`src/rtl/serial_cfg_pkg.sv`:
```
package serial_cfg_pkg;

  localparam int BYTE_BITS = 8;
  localparam int BIT_IDX_W = $clog2(BYTE_BITS);

  typedef enum logic [1:0] {
    ERR_NONE      = 2'd0,
    ERR_NO_STATUS = 2'd1,
    ERR_TIMEOUT   = 2'd2,
    ERR_NO_DONE   = 2'd3
  } errCode_e;

  typedef enum logic [1:0] {
    TMR_HOLD,
    TMR_WAIT,
    TMR_PHASE,
    TMR_PHASE_M2
  } tmrSel_e;

  // strobes from control to datapath
  typedef struct packed {
    logic     arm;
    logic     reqLow;
    logic     reqHigh;
    logic     tmrLoad;
    tmrSel_e  tmrSel;
    logic     takeByte;
    logic     putBit;
    logic     shiftBit;
    logic     clkLow;
    logic     clkHigh;
    logic     trailLoad;
    logic     trailDec;
    logic     finish;
    logic     fail;
    errCode_e failCode;
  } dpCtl_t;

  typedef struct packed {
    logic tmrZero;
    logic lastBit;
    logic noBytes;
    logic trailZero;
  } dpStat_t;

endpackage

```
`src/rtl/serial_cfg_dp.sv`:
```
module serial_cfg_dp
  import serial_cfg_pkg::*;
#(
  parameter int              COUNT_W  = 16,
  parameter int              TMR_W    = 8,
  parameter longint unsigned HOLD_LD  = 1,
  parameter longint unsigned WAIT_LD  = 1,
  parameter longint unsigned PHASE_LD = 1,
  parameter int              TRAIL_W  = 4,
  parameter int              TRAIL_LD = 11
) (
  input  logic                 clk,
  input  logic                 rst,
  input  dpCtl_t               ctl,
  input  logic [COUNT_W-1:0]   byteCount,
  input  logic [BYTE_BITS-1:0] inData,
  output dpStat_t              stat,
  output logic                 nCfgReq,
  output logic                 serClk,
  output logic                 serData,
  output logic                 donePulse,
  output logic [1:0]           errCode
);

  localparam logic [TMR_W-1:0]   HOLD_V  = TMR_W'(HOLD_LD);
  localparam logic [TMR_W-1:0]   WAIT_V  = TMR_W'(WAIT_LD);
  localparam logic [TMR_W-1:0]   PHASE_V = TMR_W'(PHASE_LD);
  localparam logic [TMR_W-1:0]   PHM2_V  = TMR_W'(PHASE_LD - 1);
  localparam logic [TRAIL_W-1:0] TRAIL_V = TRAIL_W'(TRAIL_LD);

  logic [COUNT_W-1:0]   bytesLeft;
  logic [BYTE_BITS-1:0] shiftReg;
  logic [BIT_IDX_W-1:0] bitIdx;
  logic [TMR_W-1:0]     tmr;
  logic [TRAIL_W-1:0]   trailCnt;
  logic [TMR_W-1:0]     tmrNext;

  always_comb begin
    unique case (ctl.tmrSel)
      TMR_HOLD:  tmrNext = HOLD_V;
      TMR_WAIT:  tmrNext = WAIT_V;
      TMR_PHASE: tmrNext = PHASE_V;
      default:   tmrNext = PHM2_V;
    endcase
  end

  always_ff @(posedge clk) begin
    if (rst) begin
      bytesLeft <= '0;
      shiftReg  <= '0;
      bitIdx    <= '0;
      tmr       <= '0;
      trailCnt  <= '0;
    end else begin
      if (ctl.arm)           bytesLeft <= byteCount;
      else if (ctl.takeByte) bytesLeft <= bytesLeft - 1'b1;

      if (ctl.takeByte) begin
        shiftReg <= inData;
        bitIdx   <= '0;
      end else if (ctl.shiftBit) begin
        shiftReg <= shiftReg >> 1;
        bitIdx   <= bitIdx + 1'b1;
      end

      if (ctl.tmrLoad)       tmr <= tmrNext;
      else if (tmr != '0)    tmr <= tmr - 1'b1;

      if (ctl.trailLoad)     trailCnt <= TRAIL_V;
      else if (ctl.trailDec) trailCnt <= trailCnt - 1'b1;
    end
  end

  // pin and result registers
  always_ff @(posedge clk) begin
    if (rst) begin
      nCfgReq   <= 1'b1;
      serClk    <= 1'b0;
      serData   <= 1'b0;
      donePulse <= 1'b0;
      errCode   <= ERR_NONE;
    end else begin
      if (ctl.reqLow)                    nCfgReq <= 1'b0;
      else if (ctl.reqHigh || ctl.finish) nCfgReq <= 1'b1;

      if (ctl.clkLow || ctl.finish) serClk <= 1'b0;
      else if (ctl.clkHigh)         serClk <= 1'b1;

      if (ctl.finish)      serData <= 1'b0;
      else if (ctl.putBit) serData <= shiftReg[0];

      donePulse <= ctl.finish;

      if (ctl.arm)       errCode <= ERR_NONE;
      else if (ctl.fail) errCode <= ctl.failCode;
    end
  end

  assign stat.tmrZero   = (tmr == '0);
  assign stat.lastBit   = (bitIdx == BIT_IDX_W'(BYTE_BITS - 1));
  assign stat.noBytes   = (bytesLeft == '0);
  assign stat.trailZero = (trailCnt == '0);

endmodule

```
`src/rtl/serial_cfg_ctrl.sv`:
```
module serial_cfg_ctrl
  import serial_cfg_pkg::*;
(
  input  logic    clk,
  input  logic    rst,
  input  logic    start,
  input  logic    nStatusIn,
  input  logic    cfgDoneIn,
  input  logic    inValid,
  input  dpStat_t stat,
  output dpCtl_t  ctl,
  output logic    busy,
  output logic    inReady
);

  typedef enum logic [3:0] {
    S_IDLE, S_HOLD, S_RELEASE, S_NEXT, S_PUT, S_LOW, S_HIGH,
    S_TAIL, S_CHECK, S_TR_HIGH, S_TR_LOW
  } state_e;

  state_e state, nxt;

  always_ff @(posedge clk) begin
    if (rst) state <= S_IDLE;
    else     state <= nxt;
  end

  always_comb begin
    ctl = '0;
    nxt = state;
    unique case (state)
      S_IDLE: if (start) begin
        ctl.arm     = 1'b1;
        ctl.reqLow  = 1'b1;
        ctl.tmrLoad = 1'b1;
        ctl.tmrSel  = TMR_HOLD;
        nxt         = S_HOLD;
      end
      S_HOLD: if (stat.tmrZero) begin
        if (nStatusIn) begin
          ctl.finish   = 1'b1;
          ctl.fail     = 1'b1;
          ctl.failCode = ERR_NO_STATUS;
          nxt          = S_IDLE;
        end else begin
          ctl.reqHigh = 1'b1;
          ctl.tmrLoad = 1'b1;
          ctl.tmrSel  = TMR_WAIT;
          nxt         = S_RELEASE;
        end
      end
      S_RELEASE: begin
        if (nStatusIn) nxt = S_NEXT;
        else if (stat.tmrZero) begin
          ctl.finish   = 1'b1;
          ctl.fail     = 1'b1;
          ctl.failCode = ERR_TIMEOUT;
          nxt          = S_IDLE;
        end
      end
      S_NEXT: begin
        if (stat.noBytes) begin
          ctl.clkLow  = 1'b1;
          ctl.tmrLoad = 1'b1;
          ctl.tmrSel  = TMR_PHASE;
          nxt         = S_TAIL;
        end else if (inValid) begin
          ctl.takeByte = 1'b1;
          ctl.clkLow   = 1'b1;
          nxt          = S_PUT;
        end
      end
      S_PUT: begin
        // the clock fell one edge earlier; the bit goes out now
        ctl.putBit  = 1'b1;
        ctl.tmrLoad = 1'b1;
        ctl.tmrSel  = TMR_PHASE_M2;
        nxt         = S_LOW;
      end
      S_LOW: if (stat.tmrZero) begin
        ctl.clkHigh = 1'b1;
        ctl.tmrLoad = 1'b1;
        ctl.tmrSel  = TMR_PHASE;
        nxt         = S_HIGH;
      end
      S_HIGH: if (stat.tmrZero) begin
        if (stat.lastBit) nxt = S_NEXT;
        else begin
          ctl.shiftBit = 1'b1;
          ctl.clkLow   = 1'b1;
          nxt          = S_PUT;
        end
      end
      S_TAIL: if (stat.tmrZero) nxt = S_CHECK;
      S_CHECK: begin
        if (!cfgDoneIn) begin
          ctl.finish   = 1'b1;
          ctl.fail     = 1'b1;
          ctl.failCode = ERR_NO_DONE;
          nxt          = S_IDLE;
        end else begin
          ctl.trailLoad = 1'b1;
          ctl.clkHigh   = 1'b1;
          ctl.tmrLoad   = 1'b1;
          ctl.tmrSel    = TMR_PHASE;
          nxt           = S_TR_HIGH;
        end
      end
      S_TR_HIGH: if (stat.tmrZero) begin
        ctl.clkLow  = 1'b1;
        ctl.tmrLoad = 1'b1;
        ctl.tmrSel  = TMR_PHASE;
        nxt         = S_TR_LOW;
      end
      S_TR_LOW: if (stat.tmrZero) begin
        if (stat.trailZero) begin
          ctl.finish = 1'b1;
          nxt        = S_IDLE;
        end else begin
          ctl.trailDec = 1'b1;
          ctl.clkHigh  = 1'b1;
          ctl.tmrLoad  = 1'b1;
          ctl.tmrSel   = TMR_PHASE;
          nxt          = S_TR_HIGH;
        end
      end
      default: nxt = S_IDLE;
    endcase
  end

  assign busy    = (state != S_IDLE);
  assign inReady = (state == S_NEXT) && !stat.noBytes;

endmodule

```
`src/rtl/serial_cfg_master.sv`:
```
module serial_cfg_master
  import serial_cfg_pkg::*;
#(
  parameter int CLK_HZ       = 50_000_000,
  parameter int HOLD_NS      = 2000,
  parameter int TIMEOUT_US   = 100_000,
  parameter int PHASE_CLKS   = 2,
  parameter int TRAIL_PULSES = 12,
  parameter int COUNT_W      = 16
) (
  input  logic               clk,
  input  logic               rst,
  input  logic               start,
  input  logic [COUNT_W-1:0] byteCount,
  input  logic [7:0]         inData,
  input  logic               inValid,
  output logic               inReady,
  output logic               nCfgReq,
  input  logic               nStatusIn,
  input  logic               cfgDoneIn,
  output logic               serClk,
  output logic               serData,
  output logic               busy,
  output logic               donePulse,
  output logic [1:0]         errCode
);

  localparam longint unsigned HOLD_RAW =
    (longint'(CLK_HZ) * longint'(HOLD_NS) + 64'd999_999_999) / 64'd1_000_000_000;
  localparam longint unsigned HOLD_CLKS = (HOLD_RAW < 1) ? 1 : HOLD_RAW;
  localparam longint unsigned WAIT_RAW =
    longint'(CLK_HZ) * longint'(TIMEOUT_US) / 64'd1_000_000;
  localparam longint unsigned WAIT_CLKS = (WAIT_RAW < 1) ? 1 : WAIT_RAW;
  localparam longint unsigned PHASE_EFF = (PHASE_CLKS < 2) ? 2 : PHASE_CLKS;
  localparam longint unsigned TMR_MAX0  = (HOLD_CLKS > WAIT_CLKS) ? HOLD_CLKS : WAIT_CLKS;
  localparam longint unsigned TMR_MAX   = (TMR_MAX0 > PHASE_EFF) ? TMR_MAX0 : PHASE_EFF;
  localparam int TMR_W    = $clog2(TMR_MAX + 1);
  localparam int TRAIL_N  = (TRAIL_PULSES < 1) ? 1 : TRAIL_PULSES;
  localparam int TRAIL_W  = $clog2(TRAIL_N + 1);

  dpCtl_t  ctl;
  dpStat_t stat;

  serial_cfg_ctrl u_ctrl (
    .clk       (clk),
    .rst       (rst),
    .start     (start),
    .nStatusIn (nStatusIn),
    .cfgDoneIn (cfgDoneIn),
    .inValid   (inValid),
    .stat      (stat),
    .ctl       (ctl),
    .busy      (busy),
    .inReady   (inReady)
  );

  serial_cfg_dp #(
    .COUNT_W  (COUNT_W),
    .TMR_W    (TMR_W),
    .HOLD_LD  (HOLD_CLKS - 1),
    .WAIT_LD  (WAIT_CLKS - 1),
    .PHASE_LD (PHASE_EFF - 1),
    .TRAIL_W  (TRAIL_W),
    .TRAIL_LD (TRAIL_N - 1)
  ) u_dp (
    .clk       (clk),
    .rst       (rst),
    .ctl       (ctl),
    .byteCount (byteCount),
    .inData    (inData),
    .stat      (stat),
    .nCfgReq   (nCfgReq),
    .serClk    (serClk),
    .serData   (serData),
    .donePulse (donePulse),
    .errCode   (errCode)
  );

endmodule

```
`config.mk`:
```
export PLATFORM = sky130hd
export DESIGN_NAME = serial_cfg_master
export DESIGN_NICKNAME = d
export VERILOG_FILES = /design/src/rtl/serial_cfg_pkg.sv /design/src/rtl/serial_cfg_dp.sv /design/src/rtl/serial_cfg_ctrl.sv /design/src/rtl/serial_cfg_master.sv
export SDC_FILE = /design/constraint.sdc
export NUM_CORES = 1
export LEC_CHECK = 0
export ABC_AREA = 0
export ABC_CLOCK_PERIOD_IN_PS = 6400
export BUFFER_PORTS_ARGS = -buffer_cell sky130_fd_sc_hd__buf_4
export CORE_MARGIN = 1.5
export CORE_UTILIZATION = 45
export CTS_BUF_LIST = sky130_fd_sc_hd__clkbuf_2 sky130_fd_sc_hd__clkbuf_4 sky130_fd_sc_hd__clkbuf_8
export DETAILED_ROUTE_END_ITERATION = 12
export GPL_TIMING_DRIVEN = 0
export HOLD_SLACK_MARGIN = 0.03
export PLACE_DENSITY_LB_ADDON = 0.3
export SKIP_LAST_GASP = 1
export SYNTH_ARGS = -nofsm -noshare
export SYNTH_HDL_FRONTEND = slang
export SYNTH_SLANG_ARGS = --single-unit
```
`constraint.sdc`:
```
create_clock -name clk -period 6.4 [get_ports clk]
set_clock_uncertainty 0.2 [all_clocks]
set_input_delay 0.32 -clock clk [delete_from_list [all_inputs] [get_ports clk]]
set_output_delay 0.32 -clock clk [all_outputs]
set_load 0.01 [all_outputs]
```
==> impl_metrics.json <==
{
  "power_frac_clock": 0.194,
  "r2r_start": "u_dp.tmr[10]",
  "grt_pass1_wl_mm": 14.5,
  "status": "complete, no violations",
  "finalSetupViolCount": 0,
  "worstRegToRegCells": 7,
  "core-area_mm2": 0.00737,
  "syn_inst": 429,
  "yosysSeqAreaShare": 0.366,
  "clk_pin_slew_ns": 0.07,
  "grt_usage": 0.216,
  "synth_edf_count": 0,
  "dieHeight_um": 91.2,
  "fillers": 701,
  "placed_area_mm2": 0.00390,
  "via_count": 3365,
  "swShare": 0.425,
  "clkLatencyLatePin_ns": 0.34,
  "ant_nets": 0,
  "maxCapViolations": 0,
  "htree_num_levels": 3,
  "cts_resized": 0,
  "final_hold_viol_count": 0,
  "crit_chain": "nor4_4, nand4b_1, nor4_1, and2_1, buf_6, mux2i_1, a211oi_1",
  "multi_input_area_mm2": 0.00209,
  "path_max_fanout": 10,
  "irDropWorstVdd_uv": 211,
  "r2r-end": "u_dp.shiftReg[3]",
  "synth.area.top_cells": "dfxtp_1 37%, nor2_1 6.5%, a211oi_1 5.6%",
  "synth_seq_cells": 64,
  "stdcell_count": 584,
  "ys.flop_type": "dfxtp_1",
  "stdcell_area_mm2": 0.00414,
  "grt_pass1_vias": 3101,
  "fin_nets": 516,
  "power.density_mw_per_mm2": 449,
  "cp-end-kind": "register",
  "crit_path_start_kind": "register",
  "p_leak_nw": 1.56,
  "ys_async_sr_fraction": 0,
  "viasPerCell": 5.76,
  "yosysTopAreaCell": "dfxtp_1",
  "grt_max_degree": 11,
  "drv_slew": 0,
  "diodes": 0,
  "area_growth_pct": 18.2,
  "seqPwrFrac": 0.326,
  "clockBufferDepth": 2,
  "cp_slowest_cell": "nor4_1",
  "drc": 0,
  "overflow": 0,
  "p_int_mw": 1.07,
  "timing.fmax_mhz": 324,
  "die-area_mm2": 0.00831,
  "dp_cells": 565,
  "reg2reg_slack_ns": 3.31,
  "wl_mm": 8.83,
  "rsz0062_at_grt": "false",
  "cp.arrival_ns": 3.08,
  "syn_nets": 465,
  "synth_area_mm2": 0.00350,
  "whs_path_depth": 3,
  "finish.utilization": 0.561,
  "gp_congestion": 0.921,
  "antenna_found_initial": 0,
  "critPathMaxStageDelay_ns": 0.93,
  "cts_tree": "yes",
  "dr.pass1.iters": 5,
  "post-route-period-util": 0.482,
  "yosysUniqueCellTypes": 51,
  "min_delay_worst_endpoint": "u_dp.bytesLeft[3]",
  "placementRows": 31,
  "layout_common_cells": "64 x dfxtp_1, 61 x nor2_1, 37 x buf_4, 30 x nand2_1, 26 x a211oi_1",
  "timing.slew.headroom": 0.222,
  "finalWorstPathRequiredPeriod_ns": 3.09,
  "die_width_um": 91.2,
  "synth_warnings": 0,
  "register_area_mm2": 0.00128,
  "start_util": 0.475,
  "synth_top_cell_area_share": 0.366,
  "avgSynthCellArea_um2": 8.16,
  "hp-class": "primary input to register",
  "first_iter_violations": 219,
  "post_drt_wl_per_cell_um": 15.1,
  "combPwrFrac": 0.480,
  "numPortBuffers": 37,
  "cts_root_buffer": "clkbuf_8",
  "io_pins": 38,
  "path_class": "register to register",
  "cts_buffers": 9,
  "drive_gt1_frac": 0.128,
  "hold_path.startpoint": "byteCount[3]",
  "switching_power_mw": 0.790,
  "worst_pin_slew_ns": 1.15,
  "layout_commonest_cell": "dfxtp_1",
  "dp_hpwl_mm": 6.37,
  "cp.required_ns": 6.40,
  "setup_tns_ns": 0,
  "cts.sinks": 64
}
## per-stage QoR
step           total power, mW  worst slack, ns  hold slack, ns
2_1_floorplan             1.27             3.82           0.213
3_3_place_gp              1.47             3.27           0.274
3_5_place_dp              1.49             3.31           0.277
4_1_cts                   1.85             3.28          0.0749
5_1_grt                   2.00             3.06          0.0778
6_report                  1.86             3.31          0.0774
## registers in the layout, summed over array words and instances (netlist names)
| signal | flops |
|---|---|
| u_ctrl.state | 4 |
| u_dp.bitIdx | 3 |
| u_dp.bytesLeft | 16 |
| u_dp.donePulse | 1 |
| u_dp.errCode | 2 |
| u_dp.nCfgReq | 1 |
| u_dp.serClk | 1 |
| u_dp.serData | 1 |
| u_dp.shiftReg | 8 |
| u_dp.tmr | 23 |
| u_dp.trailCnt | 4 |
## cell type report
type,instances,share of cell area
multi-input combinational,332,0.504
sequential,64,0.310
timing repair buffer,40,0.0744
clock buffer,13,0.0402
tap,99,0.0299
buffer,24,0.0239
clock inverter,3,0.00968
inverter,9,0.00816
## critical path: cells and delay by family, from the launching register on
kind	cells	cell delay (ns)
AND/OR/NAND/NOR	4	1.88
buffers and inverters	1	0.18
AO/OA/AOI/OAI	1	0.10
multiplexers	1	0.21
flip-flops	1	0.37
## kinds of logic after synthesis
| group | after synthesis | synth area share |
|---|---|---|
| AND/OR/NAND/NOR | 186 | 0.270 |
| buffers and inverters | 33 | 0.0379 |
| multiplexers | 12 | 0.0358 |
| adder cells (fa/ha/maj) | 6 | 0.0215 |
| XOR/XNOR | 37 | 0.0926 |
| AO/OA/AOI/OAI | 91 | 0.177 |
| flip-flops | 64 | 0.366 |
## what timing repair did
action | in CTS | in global routing
buffers inserted | 0 | 0
endpoints found under the hold margin | 3 | 0
hold buffers | 3 | 0
## worst max path at each step
stage	from	slack (ns)	endpoint	cells past startpoint
2_1_floorplan	u_dp.tmr[10]	3.82	u_dp.trailCnt[1]	7
5_1_grt	u_dp.tmr[10]	3.06	u_dp.shiftReg[4]	7
3_3_place_gp	u_dp.tmr[10]	3.27	u_dp.shiftReg[6]	7
6_report	u_dp.tmr[10]	3.31	u_dp.shiftReg[3]	7
4_1_cts	u_dp.tmr[10]	3.28	u_dp.shiftReg[3]	7
3_5_place_dp	u_dp.tmr[10]	3.31	u_dp.shiftReg[3]	7
## synth_stat cells, drive strengths merged (5+ instances only)
cell	number
ha	6
xor2	22
nand2b	8
a31oi	5
o21ai	12
nand2	30
or3	7
a211oi	27
a21oi	24
mux2i	11
clkbuf	22
nor2b	8
dfxtp	64
xnor2	15
nand3	15
or4	6
inv	9
nor2	61
nor3	15
nor4	14
## power groups by stage
| stage | registers [mW] | clock network [mW] | logic (mW) |
|---|---|---|---|
| after floorplan | 0.588 | 0 | 0.683 |
| after global placement | 0.605 | 0 | 0.865 |
| after detailed placement | 0.610 | 0 | 0.877 |
| after CTS | 0.602 | 0.366 | 0.886 |
| after global routing | 0.618 | 0.387 | 0.990 |
| final | 0.605 | 0.360 | 0.892 |
## per-layer routing
metal / vias up / wire length (µm) / global-route usage
met4: 0 / 112 / 0.0547
met3: 10 / 467 / 0.0586
met1: 1607 / 4040 / 0.277
li1: 1650 / - / -
met2: 98 / 4220 / 0.357
met5: - / 0 / 0
Note: power is estimated with default switching activity, not from simulation.
